### src/rtl/sbus_core.sv
module sbus_core #(
  parameter int W    = 32,
  parameter int NREG = 16
) (
  input  logic         clk,
  input  logic         rst_n,
  output logic [W-1:0] mem_addr,
  output logic         mem_rd,
  input  logic [W-1:0] mem_rdata,
  input  logic         mem_done
);
  localparam int RW     = $clog2(NREG);
  localparam int OFFW   = 16;
  localparam int RD_HI  = W - 5;
  localparam int RS_HI  = RD_HI - RW;
  localparam int GAP_HI = RS_HI - RW;

  localparam logic [3:0] OP_ADDM = 4'd1;
  localparam logic [3:0] OP_JMP  = 4'd2;
  localparam logic [3:0] OP_JNEG = 4'd3;

  typedef enum logic [2:0] {SRC_PC, SRC_Z, SRC_MDR, SRC_RS, SRC_RD, SRC_OFF} src_t;

  logic [2:0]   step;
  logic [W-1:0] pc, ir, mar, mdr, y, z;
  logic [W-1:0] gpr [NREG];
  logic         neg, busy;

  src_t         src;
  logic         mar_in, pc_in, y_in, z_in, ir_in, r_in, n_in, sel4, req, wmfc, fin;
  logic [W-1:0] bus, alu_a, sum;

  wire [3:0]    op    = ir[W-1 -: 4];
  wire [RW-1:0] f_rd  = ir[RD_HI -: RW];
  wire [RW-1:0] f_rs  = ir[RS_HI -: RW];
  wire [W-1:0]  off_x = {{(W-OFFW){ir[OFFW-1]}}, ir[OFFW-1:0]};
  wire          unused_gap = ^ir[GAP_HI:OFFW];

  always_comb begin
    src = SRC_PC;
    {mar_in, pc_in, y_in, z_in, ir_in, r_in, n_in, sel4, req, wmfc, fin} = '0;
    case (step)
      3'd1: begin src = SRC_PC;  mar_in = 1'b1; sel4 = 1'b1; z_in = 1'b1; req = 1'b1; end
      3'd2: begin src = SRC_Z;   pc_in = 1'b1; y_in = 1'b1; wmfc = 1'b1; end
      3'd3: begin src = SRC_MDR; ir_in = 1'b1; end
      default: begin
        case (op)
          OP_ADDM: begin
            case (step)
              3'd4: begin src = SRC_RS;  mar_in = 1'b1; req = 1'b1; end
              3'd5: begin src = SRC_RD;  y_in = 1'b1; wmfc = 1'b1; end
              3'd6: begin src = SRC_MDR; z_in = 1'b1; n_in = 1'b1; end
              default: begin src = SRC_Z; r_in = 1'b1; fin = 1'b1; end
            endcase
          end
          OP_JMP, OP_JNEG: begin
            if (step == 3'd4) begin
              if (op == OP_JNEG && !neg) fin = 1'b1;
              else begin src = SRC_OFF; z_in = 1'b1; end
            end else begin
              src = SRC_Z; pc_in = 1'b1; fin = 1'b1;
            end
          end
          default: fin = 1'b1;
        endcase
      end
    endcase
  end

  always_comb begin
    case (src)
      SRC_PC:  bus = pc;
      SRC_Z:   bus = z;
      SRC_MDR: bus = mdr;
      SRC_RS:  bus = gpr[f_rs];
      SRC_RD:  bus = gpr[f_rd];
      default: bus = off_x;
    endcase
  end

  assign alu_a = sel4 ? W'(4) : y;
  assign sum   = alu_a + bus;
  wire   got   = busy && mem_done;
  wire   run   = !wmfc || got;

  always_ff @(posedge clk) begin
    if (!rst_n) begin
      step <= 3'd1;
      pc   <= '0;
      ir   <= '0;
      mar  <= '0;
      mdr  <= '0;
      y    <= '0;
      z    <= '0;
      neg  <= 1'b0;
      busy <= 1'b0;
      for (int i = 0; i < NREG; i++) gpr[i] <= '0;
    end else begin
      if (fin)      step <= 3'd1;
      else if (run) step <= step + 3'd1;
      if (mar_in) mar <= bus;
      if (pc_in)  pc  <= bus;
      if (y_in)   y   <= bus;
      if (z_in)   z   <= sum;
      if (ir_in)  ir  <= bus;
      if (n_in)   neg <= sum[W-1];
      if (r_in)   gpr[f_rd] <= bus;
      if (got)    mdr <= mem_rdata;
      if (req)      busy <= 1'b1;
      else if (got) busy <= 1'b0;
    end
  end

  assign mem_addr = mar;
  assign mem_rd   = busy;
endmodule

### config.mk
export PLATFORM = sky130hd
export DESIGN_NAME = sbus_core
export DESIGN_NICKNAME = d
export VERILOG_FILES = /design/src/rtl/sbus_core.sv
export SDC_FILE = /design/constraint.sdc
export NUM_CORES = 1
export LEC_CHECK = 0
export ABC_CLOCK_PERIOD_IN_PS = 12400
export BUFFER_PORTS_ARGS = -buffer_cell sky130_fd_sc_hd__buf_2
export CAP_MARGIN = 20
export CORE_AREA = 5 5 372 264
export DETAILED_ROUTE_END_ITERATION = 12
export DIE_AREA = 0 0 377 269
export PLACE_DENSITY_LB_ADDON = 0.25
export RECOVER_POWER = 25
export SKIP_LAST_GASP = 1
export SLEW_MARGIN = 20
export SYNTH_ARGS = -nofsm -noshare
export SYNTH_HDL_FRONTEND = slang
export SYNTH_SLANG_ARGS = --single-unit
export TNS_END_PERCENT = 30
### constraint.sdc
create_clock -name clk -period 12.4 [get_ports clk]
set_input_delay 1.24 -clock clk [delete_from_list [all_inputs] [get_ports clk]]
set_output_delay 1.24 -clock clk [all_outputs]
set_load 0.01 [all_outputs]
==> results.tsv, run 1 <==
metric	value	unit
DR vias	25920	
vias in the first global route	24660	
critical path required time	12870	ps
Layout area overhead	10.22	%
area share of the largest cell type after synthesis	42.12	%
Sw Share	38.97	%
FF+latch count, synth	713	
Critical Path Most Common Cell	inv_1	
Tot Pwr	8299	uW
number of synthesized flops with an enable pin	512	
pwr/cell area	206.3	nW/um^2
H-tree depth	3	
Pins Over Slew Limit	622	
Synth Area per Inst	11.76	um^2
Seq/Total Area, Yosys	53.14	%
Setup TNS Final	0	ps
P_sw	3234	uW
CP peak stage delay	2450	ps
fin area	40230	um^2
die width	377	um
share of cells above drive strength 1	18.64	%
Placed Area	37980	um^2
worst rel slew slack	-140.9	%
status	finished with violations	
Die H	269	um
main flop type after synthesis	edfxtp_1	
post-route ant nets	0	
mapped cell area	36500	um^2
cell taking the most area after synthesis	edfxtp_1	
Max Clk Rate	0.1157	GHz
total CTS buffers	74	
Hold/Removal Path Class	register to register	
worst slew pin tran	3614	ps
Initial Util	38.53	%
top cells by area, synth	edfxtp_1, mux4_2, dfxtp_1	
kind of critical path	register to register	
Global Route Usage Sum	24.72	%
fill cell count	8789	
critical path cell sequence	inv_1 -> ha_1 -> inv_1 -> buf_4 -> o22ai_2 -> nor2_1 -> mux2i_1 -> mux2_2 -> inv_1 -> ha_1 -> and3_1 -> a211oi_1 -> o22ai_1 -> a31oi_1 -> nor4_1 -> o221ai_1 -> xnor3_1 -> mux2i_1 -> nor2_1	
area of the multi-input gates	15840	um^2
count of final setup violators	0	
input/output buffers	67	
YS warnings	0	
routed len/inst	29.04	um
Synthesized Nets	3176	
clock slew at reported path FFs	60	ps
Max Cap Violations	20	
clock share of power	27.8	%
CP Data Arrival Time	9120	ps
first-pass GRT wire length	179800	um
clock root cell	clkbuf_16	
cell count after synthesis	3104	
CTS tree	built	
RSZ-0062 raised after global routing	no	
fin crit period	8647	ps
# rows	95	
antenna violations before repair	2	
internal power	5065	uW
RD Place Congestion	0.9100	
drt first-iter violations	3495	
DP Worst Slack	5581	ps
Net count, final	3096	
top sig layer	met4	
slowest CP cell	nor2_1	
CP Capture Type	register	
metal2 WL	50810	um
Vias/cell	5.963	
WL met3	17490	um
DR pass1 iterations	5	
Setup Skew	29.17	ps
failing checks	max-capacitance violations, max-slew violations	
Detailed Place HPWL	72400	um
CP Max Fanout	32	
Worst setup SP type	register	
CTS resizes	0	
DRC Markers	0	
Flop pwr share	35.6	%
Core Area	94730	um^2
part of the power in combinational logic	36.6	%
leak pwr	0.01345	uW
FF+latch area	19420	um^2
setup ws final	3753	ps
Clock Sinks	713	
Final Hold Fails	0	
Worst-Skew Late Latency	640	ps
Clock Path Buffers	3	
Post-synth top cells	nor2_1, edfxtp_1, nand2_1, mux4_2, dfxtp_1	
Die Area	101400	um^2
CTS hold repair buffers	0	
count of unique library cells instantiated by Yosys	65	
Worst VDD drop	0.1516	mV
final core utilization	42.47	%
cell with the most instances after synthesis	nor2_1	
DRT Wirelength	126200	um
setup bufs post-CTS	0	
I/O pins	68	
largest net degree at the start of global routing	89	
GRT overflow	0	
M1 WL	55000	um
Async SR Flop Fraction	0	%
period utilisation layout	69.73	%
## registers in the layout, summed over array words and instances, names as in the netlist, named ones only
| signal | count |
|---|---|
| mem_addr | 32 |
| y | 32 |
| ir | 28 |
| mdr | 32 |
| z | 32 |
| neg | 1 |
| step | 3 |
| gpr | 512 |
| mem_rd | 1 |
| pc | 32 |
## through the flow
stage	cells	hold WS [ps]
after floorplan	3104	431.4
after global placement	4207	439.0
after detailed placement	4209	444.7
after CTS	4346	454.4
after global routing	4346	470.4
final	4347	455.3
## placed cells by master (no fill, tap or decap), drive strengths merged, types with 10 or more instances in the layout
cell and count:
a211oi 52, a21o 11, a21oi 129, a31oi 25, and2 32, and3 10
buf 88, clkbuf 154, clkinv 22, dfxtp 201, edfxtp 512, ha 36
inv 47, mux2 31, mux2i 49, mux4 287, nand2 374, nand2b 33
nand3 52, nor2 615, nor2b 58, o21a 65, o21ai 95, xnor2 12
xor2 10
## worst paths after layout
path         slack [ps]                 end  cells after the start                 start
max                3750    neg$_SDFFE_PN0P_                     19  step[2]$_SDFFE_PP0P_
min                 460  z[10]$_SDFFE_PN0P_                      2    z[10]$_SDFFE_PN0P_
max reg2reg        3750    neg$_SDFFE_PN0P_                     19  step[2]$_SDFFE_PP0P_
min reg2reg         460  z[10]$_SDFFE_PN0P_                      2    z[10]$_SDFFE_PN0P_
## area by class of cell
cell class                 instances  share of cell area, %
inverter                          45                 0.4323
clock inverter                    30                 0.6873
timing repair buffer             135                  1.906
sequential                       713                  48.27
tap                             1261                  3.921
multi-input combinational       2055                  39.38
clock buffer                     107                  5.399
antenna                            1               0.006219
## per-layer routing
layer  vias to the layer above  GRT usage (%)
li1                      11120              -
met1                     13110          37.09
met2                      1513          34.16
met3                       181          8.890
met4                         0          5.735
met5                         -              0
## power by group through the flow
stage | clock network, uW | registers [uW] | logic (uW)
floorplan | 0 | 2880 | 2160
global placement | 0 | 2990 | 2970
detailed placement | 0 | 3000 | 2980
CTS | 2340 | 2950 | 2990
global route | 2430 | 2980 | 3240
finish | 2310 | 2960 | 3030
## logic make-up after synthesis
group / synth area share [%]
compound gates: 7.044
simple gates: 13.97
flops: 53.14
mux: 20.01
xor+xnor: 0.5895
fa+ha+maj: 1.289
buf+inv: 3.955
## worst max-delay path: cells and delay by family (launching register included)
kind	cells	cell delay (ps)
buf+inv	4	850
xor+xnor	1	360
simple gates	4	2870
compound gates	5	2070
fa+ha+maj	2	650
mux	3	990
flops	1	640
(Power assumes the default switching activity.)
==> inputs of run 2 (changes only) <==
--- a/config.mk
+++ b/config.mk
@@ -5,12 +5,13 @@
 export SDC_FILE = /design/constraint.sdc
 export NUM_CORES = 1
 export LEC_CHECK = 0
-export ABC_CLOCK_PERIOD_IN_PS = 12400
+export ABC_AREA = 1
+export ABC_CLOCK_PERIOD_IN_PS = 8600
 export BUFFER_PORTS_ARGS = -buffer_cell sky130_fd_sc_hd__buf_2
 export CAP_MARGIN = 20
-export CORE_AREA = 5 5 372 264
+export CORE_AREA = 5 5 385 274
 export DETAILED_ROUTE_END_ITERATION = 12
-export DIE_AREA = 0 0 377 269
+export DIE_AREA = 0 0 390 279
 export PLACE_DENSITY_LB_ADDON = 0.25
 export RECOVER_POWER = 25
 export SKIP_LAST_GASP = 1
==> constraint.sdc (replaced) <==
create_clock -name clk -period 8.6 [get_ports clk]
set_input_delay 0.86 -clock clk [delete_from_list [all_inputs] [get_ports clk]]
set_output_delay 0.86 -clock clk [all_outputs]
set_load 0.01 [all_outputs]
==> run 2 against run 1 <==
The flow still finishes with violations (max-capacitance violations, max-slew violations). Combinational power rose by 98%. Critical path depth fell by 12. Hold slack gained 3.1 ps. Clock-buffer cell count shrank 11. Synthesized cell count rose by 57%. Highest routed layer unchanged.
==> results.tsv, run 2 <==
metric	value	unit	change
status	finished with violations		unchanged
failing checks	max-capacitance violations, max-slew violations		unchanged
FF+latch count, synth	713		unchanged
DR pass1 iterations	7		was 5
number of synthesized flops with an enable pin	512		unchanged
final non-filler cell total	6093		was 4347
Worst Setup SP	rst_n		was step[2]$_SDFFE_PP0P_
vias in the first global route	31640		was 24660
Pins Over Slew Limit	651		was 622
mapped cell area	39190	um^2	was 36500 um^2
Initial Util	38.74	%	was 38.53%
critical path required time	9160	ps	was 12870 ps
Clock Sinks	713		unchanged
# rows	98		was 95
Worst VDD drop	0.2413	mV	was 0.1516 mV
critical path cell sequence	buf_6 -> clkbuf_1 -> clkbuf_1 -> inv_1 -> a21oi_1 -> inv_1 -> a211oi_1		was inv_1 -> ha_1 -> inv_1 -> buf_4 -> o22ai_2 -> nor2_1 -> mux2i_1 -> mux2_2 -> inv_1 -> ha_1 -> and3_1 -> a211oi_1 -> o22ai_1 -> a31oi_1 -> nor4_1 -> o221ai_1 -> xnor3_1 -> mux2i_1 -> nor2_1
worst rel slew slack	-118.7	%	was -140.9%
count of final setup violators	0		unchanged
dpl cells	5962		was 4209
setup bufs post-CTS	0		unchanged
Largest Register	gpr		unchanged
count of unique library cells instantiated by Yosys	56		was 65
RR Startpoint	step[1]$_SDFFE_PP0P_		was step[2]$_SDFFE_PP0P_
pwr/cell area	322.6	nW/um^2	was 206.3 nW/um^2
DRC Markers	0		unchanged
Setup Skew	23.23	ps	was 29.17 ps
leak pwr	0.01645	uW	was 0.01345 uW
antenna violations before repair	3		was 2
Max Cap Violations	25		was 20
Synth Area per Inst	8.064	um^2	was 11.76 um^2
Die Area	108800	um^2	was 101400 um^2
CP peak stage delay	2340	ps	was 2450 ps
Final Hold Fails	0		unchanged
max reg flops	512		unchanged
Setup TNS Final	0	ps	unchanged
clock root cell	clkbuf_16		unchanged
top cells by area, synth	edfxtp_1, dfxtp_1, o21ai_0		was edfxtp_1, mux4_2, dfxtp_1
fin area	42250	um^2	was 40230 um^2
cell taking the most area after synthesis	edfxtp_1		unchanged
Placed Area	40080	um^2	was 37980 um^2
DRT Wirelength	147300	um	was 126200 um
Seq/Total Area, Yosys	49.50	%	was 53.14%
Net count, final	4758		was 3096
main flop type after synthesis	edfxtp_1		unchanged
Die H	279	um	was 269 um
register-to-register path setup slack	1890	ps	was 3750 ps
Sw Share	45.93	%	was 38.97%
CTS resizes	0		unchanged
slowest CP cell	clkbuf_1		was nor2_1
Detailed Place HPWL	88680	um	was 72400 um
fin crit period	6986	ps	
ant diodes	0		was 1
Flop pwr share	31.9	%	was 35.6%
CTS hold repair buffers	0		unchanged
period utilisation layout	81.24	%	
Hold/Removal Path Class	input port to register		was register to register
RSZ-0062 raised after global routing	no		unchanged
Post-synth top cells	nand2_1, nor2_1, o21ai_0, inv_1, a21oi_1		was nor2_1, edfxtp_1, nand2_1, mux4_2, dfxtp_1
CP Capture Type	register		unchanged
die width	390	um	was 377 um
Clock Path Buffers	3		unchanged
Async SR Flop Fraction	0	%	unchanged
Worst-Skew Late Latency	660	ps	was 640 ps
largest net degree at the start of global routing	187		was 89
Synthesized Nets	4932		was 3176
area share of the largest cell type after synthesis	39.23	%	was 42.12%
cell count after synthesis	4860		was 3104
part of the power in combinational logic	44.0	%	was 36.6%
Vias/cell	5.726		was 5.963
RD Place Congestion	0.9676		was 0.9100
Worst setup SP type	input port		was register
drt first-iter violations	4848		was 3495
kind of critical path	input port to register		was register to register
commonest non-fill, non-tap cell in the layout	nand2_1		was nor2_1
routed len/inst	24.17	um	was 29.04 um
first-pass GRT wire length	213600	um	was 179800 um
H-tree depth	3		unchanged
post-route ant nets	0		unchanged
Max Clk Rate	0.1431	GHz	
RR Endpoint	gpr[15][7]$_SDFFCE_PN0P_		was neg$_SDFFE_PN0P_
final core utilization	41.76	%	was 42.47%
P_sw	6259	uW	was 3234 uW
clock slew at reported path FFs	70	ps	was 60 ps
Reg2Reg Depth	16		was 19
internal power	7369	uW	was 5065 uW
cell with the most instances after synthesis	nand2_1		was nor2_1
CP Data Arrival Time	7550	ps	was 9120 ps
Critical Path End	step[2]$_SDFFE_PP0P_		was neg$_SDFFE_PN0P_
YS warnings	0		unchanged
worst hold stages	3		was 2
GRT overflow	0		unchanged
Global Route Usage Sum	26.05	%	was 24.72%
input/output buffers	67		unchanged
total CTS buffers	72		was 74
clock share of power	24.0	%	was 27.8%
commonest non-fill, non-tap cells in the layout	nand2_1, nor2_1, o21ai_0		was nor2_1, edfxtp_1, nand2_1
DR vias	34890		was 25920
I/O pins	68		unchanged
Core Area	101200	um^2	was 94730 um^2
worst slew pin tran	3281	ps	was 3614 ps
CP Max Fanout	86		was 32
Layout area overhead	7.799	%	was 10.22%
HP Start	mem_rdata[21]		was z[10]$_SDFFE_PN0P_
share of cells above drive strength 1	6.536	%	was 18.64%
CTS tree	built		unchanged
run 2: worst min path at each step:
stage	to	slack, ps
global route	mdr[0]$_SDFFE_PN0P_	460
global placement	mdr[1]$_SDFFE_PN0P_	470
floorplan	mdr[1]$_SDFFE_PN0P_	420
finish	mdr[21]$_SDFFE_PN0P_	460
detailed placement	mdr[31]$_SDFFE_PN0P_	480
CTS	mdr[28]$_SDFFE_PN0P_	420
run 2: per-layer routing:
metal	GRT usage (%)	routed length, um	vias to the layer above
li1	-	-	16060
met1	39.37	65060	16500
met2	37.95	61310	2083
met3	5.291	16950	252
met4	6.672	3954	0
met5	0	0	-
run 2: area by class of cell:
cell class                 count  area, um^2
multi-input combinational   3147       15610
clock buffer                  96        2038
inverter                     587        2216
sequential                   713       19420
timing repair buffer         165       958.4
fill                       10230       58910
clock inverter                35       325.3
tap                         1350        1689
run 2: kinds of logic (layout without fill, tap and decap cells):
logic type,Yosys count,in the layout,synth area share (%)
AOI/OAI and AO/OA,1473,1473,20.92
xor gates and xnor gates,19,19,0.4246
adders and majority gates,37,37,1.200
buffers and inverters,1000,883,10.91
DFF,713,713,49.50
and+or+nand+nor,1618,1618,17.05
run 2: worst max-delay path, delay by kind of cell:
kind	cells	cell delay, ps
buffers and inverters	5	6030
AO/OA/AOI/OAI	2	630
run 2: metrics by stage:
stage | hold WS, ps | total power (uW) | setup slack, ps
6_report | 458.4 | 13630 | 1614
5_1_grt | 458.1 | 14290 | 1289
4_1_cts | 421.6 | 13520 | 2630
3_5_place_dp | 480.3 | 10270 | 2651
3_3_place_gp | 472.7 | 10230 | 2732
2_1_floorplan | 424.5 | 8398 | 4618
run 2: power groups by stage:
stage / clock network (uW) / registers (uW) / logic, uW
6_report: 3280 / 4350 / 6000
5_1_grt: 3450 / 4380 / 6460
4_1_cts: 3290 / 4340 / 5880
3_5_place_dp: 0 / 4410 / 5860
3_3_place_gp: 0 / 4410 / 5830
2_1_floorplan: 0 / 4250 / 4150
